`config.mk`:
```
export PLATFORM = sky130hd
export DESIGN_NAME = cplx_seq_mul
export DESIGN_NICKNAME = d
export VERILOG_FILES = /design/src/rtl/cmul_pkg.sv /design/src/rtl/cmul_opbank.sv /design/src/rtl/cmul_seq.sv /design/src/rtl/cmul_mac.sv /design/src/rtl/cplx_seq_mul.sv
export SDC_FILE = /design/constraint.sdc
export NUM_CORES = 1
export LEC_CHECK = 0
export CAP_MARGIN = 20
export CORE_MARGIN = 5
export CORE_UTILIZATION = 35
export CTS_BUF_LIST = sky130_fd_sc_hd__clkbuf_8
export CTS_CLUSTER_DIAMETER = 150
export DETAILED_ROUTE_END_ITERATION = 7
export DONT_BUFFER_PORTS = 1
export PLACE_DENSITY = 0.5
export RECOVER_POWER = 50
export SLEW_MARGIN = 25
export SYNTH_ARGS = -nofsm -noshare
export SYNTH_HDL_FRONTEND = slang
export SYNTH_HIERARCHICAL = 1
export SYNTH_SLANG_ARGS = --single-unit
```
`constraint.sdc`:
```
create_clock -name clk -period 27.2 [get_ports clk]
set_clock_uncertainty 0.15 [all_clocks]
set_input_delay 8.16 -clock clk [delete_from_list [all_inputs] [get_ports clk]]
set_output_delay 8.16 -clock clk [all_outputs]
set_load 0.02 [all_outputs]
```
`src/rtl/cmul_pkg.sv`:
```
package cmul_pkg;

  typedef enum logic [2:0] {
    ST_IDLE,
    ST_RR,   // Xr*Yr, load accumulator
    ST_II,   // minus Xi*Yi
    ST_RI,   // Xr*Yi, load accumulator (real result shown)
    ST_IR,   // plus Xi*Yr
    ST_FIN,  // imaginary result shown
    ST_DONE  // done pulse, ready again
  } cmul_state_e;

  localparam logic SLOT_RE = 1'b0;
  localparam logic SLOT_IM = 1'b1;

  typedef struct packed {
    logic sel_x;
    logic sel_y;
    logic acc_en;
    logic acc_load;
    logic acc_sub;
  } cmul_ctrl_t;

endpackage

```
`src/rtl/cmul_opbank.sv`:
```
module cmul_opbank #(
  parameter int W = 18
) (
  input  logic                clk,
  input  logic                rst_n,
  input  logic                load,
  input  logic signed [W-1:0] d_re,
  input  logic signed [W-1:0] d_im,
  input  logic                sel,
  output logic signed [W-1:0] q
);
  localparam int NSLOT = 2;

  logic signed [W-1:0] din    [NSLOT];
  logic signed [W-1:0] slot_q [NSLOT];

  assign din[0] = d_re;
  assign din[1] = d_im;

  for (genvar g = 0; g < NSLOT; g++) begin : g_slot
    always_ff @(posedge clk or negedge rst_n) begin
      if (!rst_n)    slot_q[g] <= '0;
      else if (load) slot_q[g] <= din[g];
    end
  end

  assign q = slot_q[sel];
endmodule

```
`src/rtl/cmul_seq.sv`:
```
module cmul_seq
  import cmul_pkg::*;
(
  input  logic       clk,
  input  logic       rst_n,
  input  logic       start,
  output logic       ready,
  output logic       take,
  output cmul_ctrl_t ctrl,
  output logic       re_valid,
  output logic       im_valid,
  output logic       done
);
  cmul_state_e state_q, state_d;

  assign ready = (state_q == ST_IDLE) || (state_q == ST_DONE);
  assign take  = ready && start;

  always_comb begin
    state_d = state_q;
    unique case (state_q)
      ST_IDLE: if (take) state_d = ST_RR;
      ST_RR:   state_d = ST_II;
      ST_II:   state_d = ST_RI;
      ST_RI:   state_d = ST_IR;
      ST_IR:   state_d = ST_FIN;
      ST_FIN:  state_d = ST_DONE;
      ST_DONE: state_d = take ? ST_RR : ST_IDLE;
      default: state_d = ST_IDLE;
    endcase
  end

  always_ff @(posedge clk or negedge rst_n) begin
    if (!rst_n) state_q <= ST_IDLE;
    else        state_q <= state_d;
  end

  always_comb begin
    ctrl = '0;
    unique case (state_q)
      ST_RR: ctrl = '{sel_x: SLOT_RE, sel_y: SLOT_RE, acc_en: 1'b1, acc_load: 1'b1, acc_sub: 1'b0};
      ST_II: ctrl = '{sel_x: SLOT_IM, sel_y: SLOT_IM, acc_en: 1'b1, acc_load: 1'b0, acc_sub: 1'b1};
      ST_RI: ctrl = '{sel_x: SLOT_RE, sel_y: SLOT_IM, acc_en: 1'b1, acc_load: 1'b1, acc_sub: 1'b0};
      ST_IR: ctrl = '{sel_x: SLOT_IM, sel_y: SLOT_RE, acc_en: 1'b1, acc_load: 1'b0, acc_sub: 1'b0};
      default: ctrl = '0;
    endcase
  end

  assign re_valid = (state_q == ST_RI);
  assign im_valid = (state_q == ST_FIN);
  assign done     = (state_q == ST_DONE);
endmodule

```
`src/rtl/cmul_mac.sv`:
```
module cmul_mac
  import cmul_pkg::*;
#(
  parameter int W    = 18,
  parameter int ACCW = 48
) (
  input  logic                   clk,
  input  logic                   rst_n,
  input  logic signed [W-1:0]    x,
  input  logic signed [W-1:0]    y,
  input  cmul_ctrl_t             ctrl,
  output logic signed [ACCW-1:0] acc
);
  localparam int PW  = 2 * W;
  localparam int EXT = ACCW - PW;

  logic signed [PW-1:0]   prod;
  logic signed [ACCW-1:0] prod_ext;

  assign prod     = x * y;
  assign prod_ext = {{EXT{prod[PW-1]}}, prod};

  always_ff @(posedge clk or negedge rst_n) begin
    if (!rst_n)            acc <= '0;
    else if (ctrl.acc_en) begin
      if (ctrl.acc_load)     acc <= prod_ext;
      else if (ctrl.acc_sub) acc <= acc - prod_ext;
      else                   acc <= acc + prod_ext;
    end
  end
endmodule

```
`src/rtl/cplx_seq_mul.sv`:
```
module cplx_seq_mul
  import cmul_pkg::*;
#(
  parameter int OPW  = 18,
  parameter int ACCW = 48
) (
  input  logic                   clk,
  input  logic                   rst_n,
  input  logic                   in_valid,
  output logic                   in_ready,
  input  logic signed [OPW-1:0]  op_x_re,
  input  logic signed [OPW-1:0]  op_x_im,
  input  logic signed [OPW-1:0]  op_y_re,
  input  logic signed [OPW-1:0]  op_y_im,
  output logic signed [ACCW-1:0] res_data,
  output logic                   res_re_valid,
  output logic                   res_im_valid,
  output logic                   res_done
);
  logic                  take;
  cmul_ctrl_t            ctrl;
  logic signed [OPW-1:0] mul_x, mul_y;

  cmul_seq u_seq (
    .clk      (clk),
    .rst_n    (rst_n),
    .start    (in_valid),
    .ready    (in_ready),
    .take     (take),
    .ctrl     (ctrl),
    .re_valid (res_re_valid),
    .im_valid (res_im_valid),
    .done     (res_done)
  );

  cmul_opbank #(.W(OPW)) u_bank_x (
    .clk (clk), .rst_n (rst_n), .load (take),
    .d_re (op_x_re), .d_im (op_x_im), .sel (ctrl.sel_x), .q (mul_x)
  );

  cmul_opbank #(.W(OPW)) u_bank_y (
    .clk (clk), .rst_n (rst_n), .load (take),
    .d_re (op_y_re), .d_im (op_y_im), .sel (ctrl.sel_y), .q (mul_y)
  );

  cmul_mac #(.W(OPW), .ACCW(ACCW)) u_mac (
    .clk (clk), .rst_n (rst_n), .x (mul_x), .y (mul_y), .ctrl (ctrl), .acc (res_data)
  );
endmodule

```
After elaboration in Yosys (flattened, before gate mapping)
Index checks and enable logic that the tools add are counted.
- register bits: 123
- bits of input ports: 75
- bitwise logic cells: 2
- order comparisons: 2
- multiply operators: 1
- reduce and logical (&&, ||, !) cells: 3
- mux-type cells: 12
- add/sub/neg operators: 2
- eq/ne operators: 7
- operators by type and width (kind ; count):
    $mux 18 ; 6
    $mux 48 ; 2
    $add 48x36->48 ; 1
    $sub 48x36->48 ; 1
    $mul 18x18->36 ; 1
    $pmux 3 s7 ; 1
    $pmux 5 s4 ; 1
    $eq 3x3->1 const B ; 3
    $eq 3x2->1 const B ; 2
    $ge 2x2->1 const B ; 2
    $not 1->2 ; 2
    $eq 3x1->1 const B ; 1
    $logic_not 3->1 ; 1
    $mux 3 ; 1
    $ne 2x1->1 const B ; 1
    $logic_and 1x1->1 ; 1
    $logic_or 1x1->1 ; 1
    $mux 1 ; 1

Logic depth before layout (Yosys ltp)
- word-level depth: 10
- gate-level depth with buffers: 48

By module
Netlist, hierarchy kept.
- modules (own cells, without submodules) (module ; seq. area each (um2) ; cells an instance ; area each (um2) ; instances):
    cmul_mac ; 1201.2 ; 2091 ; 17785.8 ; 1
    cmul_opbank ; 900.9 ; 96 ; 1752.9 ; 2
    cmul_seq ; 75.1 ; 25 ; 214.0 ; 1

Worst setup path before layout
Ideal clock, no wire load.
- path kind: register to register
- start point: register u_seq.state_q[2]
- end point: register u_mac.acc[45]
- path slack: 17.034 ns
- arrival time: 9.895 ns
- data required time: 26.929 ns
- stages on the path, launching flop included: 48
- clock period less this slack: 10.166 ns
- path through: dfrtp_1 buf_6 nand2b_1 inv_1 buf_6 buf_6 mux2_4 clkbuf_1 clkbuf_1 nand2_1 fa_1 inv_1 fa_1 inv_1 fa_1 inv_1 fa_1 fa_1 [... 12 more ...] and3_1 buf_2 nor2_1 xnor2_1 ha_1 clkbuf_1 nand3_1 o221ai_1 a21oi_1 nor2b_1 o21ai_0 o311ai_1 a31o_2 a221o_1 a21oi_1 xor2_1 nor2_1 o22a_1
- RTL lines (item ; line ; source):
    from (decl) ; cmul_seq.sv:14 ; cmul_state_e state_q, state_d;
    from (signal assigned) ; cmul_seq.sv:35 ; else state_q <= state_d;
    to (signal assigned) ; cmul_mac.sv:26 ; if (ctrl.acc_load) acc <= prod_ext;
    to (signal assigned) ; cmul_mac.sv:27 ; else if (ctrl.acc_sub) acc <= acc - prod_ext;
    to (signal assigned) ; cmul_mac.sv:28 ; else acc <= acc + prod_ext;
    to (decl) ; cmul_mac.sv:12 ; output logic signed [ACCW-1:0] acc

==> impl_metrics.tcl <==
set metrics [dict create \
    htree_levels 4 \
    core_area_sq_um 60600 \
    critPathTopFamily "adder cells" \
    cts-root-buf "clkbuf_8" \
    min_path_cells 1 \
    worstMarginPinSlew_ns 1.60 \
    gp_congestion 0.906 \
    max_slew_margin_pct -7.77 \
    drt_iter0_drc 832 \
    synthAdderAreaFrac_pct 38.9 \
    arrival_ns 12.29 \
    min_period_over_period_pct 44.2 \
    ys_types 74 \
    min_to "u_bank_x/slot_q[1]" \
    fmax_ghz 0.0832 \
    syn-instance-count 2308 \
    finalCriticalPeriod_ns 12.02 \
    initial_utilization_pct 35.5 \
    critPathLaunchType "register" \
    die_x_um 258 \
    startpoint "u_seq/state_q[2]" \
    synth_edf_count 0 \
    critPathCaptureType "register" \
    nNetsFinal 2780 \
    drv_slew 12 \
    ys_ff_latch 123 \
    first_pass_iters 5 \
    clk_path_buf_depth 2 \
    ys.flop_type "dfrtp_1" \
    final_common_cell "inv_1" \
    worst_path_max_delay_cell "inv_1" \
    muxShareOfSynthArea_pct 7.53 \
    cts_buffers 17 \
    n_antenna_cell 0 \
    synth_xor_area_share_pct 4.60 \
    yosysTopAreaCell "fa_1" \
    via_per_inst 5.05 \
    die-area_sq_um 66500 \
    ant_nets 0 \
    path_max_fanout 18 \
    grt_overflow 0 \
    synth_top_family_by_area "adder cells" \
    ctsHoldBuffers 0 \
    syn2layout_area_growth_pct 4.41 \
    path_class "register to register" \
    rows 90 \
    synth_area_sq_um 21500 \
    cts.reportedPaths.clkPinSlew_ns 0.08 \
    grt_pass1_wl_mm 93.7 \
    r2r_setup_slack_ns 15.18 \
    wl_per_cell_um 18.9 \
    synthTopCellsByArea "fa_1, dfrtp_1, ha_1, inv_1, mux2_4" \
    ys_seq_area_share_pct 14.3 \
    avgSynthCellArea_sq_um 9.32 \
    cp_data_required_time_ns 27.47 \
    synth-simple-area-share_pct 14.2 \
    violations "capacitance limit, slew limit" \
    holdWs_ns 0.360 \
    grt_max_degree 124 \
    vias 15300 \
    outcome "complete, but fails checks" \
    post-cts-setup-buffer-count 0 \
    grt_setup_unrepaired "false" \
    antenna_found_initial 0 \
    track_usage_pct 17.7 \
    worstReg2RegEnd "u_mac/acc[47]" \
    worstHoldStart "u_bank_x/slot_q[1]" \
    drive_gt1_share_pct 7.52 \
    cts_tree "built" \
    final_cell_mix "inv_1, fa_1, nand2_1, and2_1, a21oi_1" \
    synth_top_area_share_pct 30.7 \
    totalNegativeSetupSlack_ns 0 \
    min_path_type "register to register" \
    r2r-start "u_seq/state_q[2]" \
    clock_latency_ns 0.54 \
    io_pins 127 \
    grt_pass1_vias 16400 \
    drv_cap 1 \
    ctsResizeCount 0 \
    syn_nets 2854 \
    wl_mm 57.2 \
    finalSetupViolCount 0 \
    nFillCells 6181 \
    crit_buf_inv 6 \
    reg2regPathDepth 39 \
    yosys_warnings 6 \
    dieHeight_um 258 \
    synth_compound_area_share_pct 11.1 \
    cts_num_sinks 123 \
    port-buffer-count 0 \
    hold_viol 0 \
    place_hpwl_mm 46.4 \
    drcViolationCount 0 \
    max_stage_delay_ns 0.82 \
    ys_async_sr_fraction_pct 100 \
]
## metrics by stage
step / worst slack, ns / util (%) / instance area, sq um / instances
3_3_place_gp: 15.41 / 36.4 / 22000 / 2996
6_report: 15.18 / 37.1 / 22500 / 3029
2_1_floorplan: 17.03 / - / 21500 / 2308
5_1_grt: 14.57 / 37.1 / 22500 / 3029
3_5_place_dp: 15.62 / 36.4 / 22000 / 2996
4_1_cts: 15.55 / 37.0 / 22400 / 3028
## final cells by class
class | count | area [sq um] | share of cell area (%)
tap | 782 | 978 | 4.36
multi-input combinational | 1693 | 16400 | 73.2
clock buffer | 18 | 248 | 1.10
sequential | 123 | 3080 | 13.7
clock inverter | 14 | 148 | 0.658
inverter | 389 | 1460 | 6.50
timing repair buffer | 10 | 95.1 | 0.423
## flip-flops by register name, summed over array words and instances, names as in the netlist
register	flops
u_mac/acc	48
u_seq/state_q	3
u_bank_x/slot_q	36
u_bank_y/slot_q	36
## cells in the mapped netlist (7+ instances only)
library cell    n
ha_1          141
nor3_1         18
nor2b_1        13
fa_1          330
xor2_1         37
and2_1        175
nor2_1        133
o211ai_1       14
dfrtp_1       123
nand3_1        20
a31oi_1        16
buf_1           7
o21ai_0        39
xnor2_1        74
o21a_1         15
a211o_1         8
mux2_4         80
or3_1           8
and3_1         11
mux2i_1         7
a211oi_1        9
nand4_1        12
buf_6           7
nand2_1       194
inv_1         389
nand2b_1       17
clkbuf_1       78
a21o_1         43
mux2_2         31
a21oi_1       157
o21bai_1        7
## cell families (layout without fill, tap and decap cells)
logic type / count (synthesis) / count (layout)
muxes: 118 / 118
buffers and inverters: 492 / 431
AOI/OAI and AO/OA: 370 / 370
xor gates and xnor gates: 112 / 112
adders and majority gates: 471 / 471
DFF: 123 / 123
and+or+nand+nor: 622 / 622
## routing by layer
| layer | vias to the layer above | wire length, um | global-route usage (%) |
|---|---|---|---|
| li1 | 7236 | - | - |
| met5 | - | 0 | 0 |
| met3 | 51 | 3080 | 3.87 |
| met4 | 0 | 925 | 4.03 |
| met2 | 346 | 26000 | 27.8 |
| met1 | 7653 | 27200 | 25.2 |
## worst max path at each step
stage | cells past startpoint | slack (ns) | end
final | 39 | 15.18 | u_mac/acc[47]
after CTS | 38 | 15.55 | u_mac/acc[47]
after global routing | 39 | 14.57 | u_mac/acc[47]
after floorplan | 47 | 17.03 | u_mac/acc[45]
after detailed placement | 38 | 15.62 | u_mac/acc[47]
after global placement | 38 | 15.41 | u_mac/acc[45]
Power is left out: the tool's default activity adds up to more than one toggle a clock period on the data nets, which glitch-free logic cannot reach.
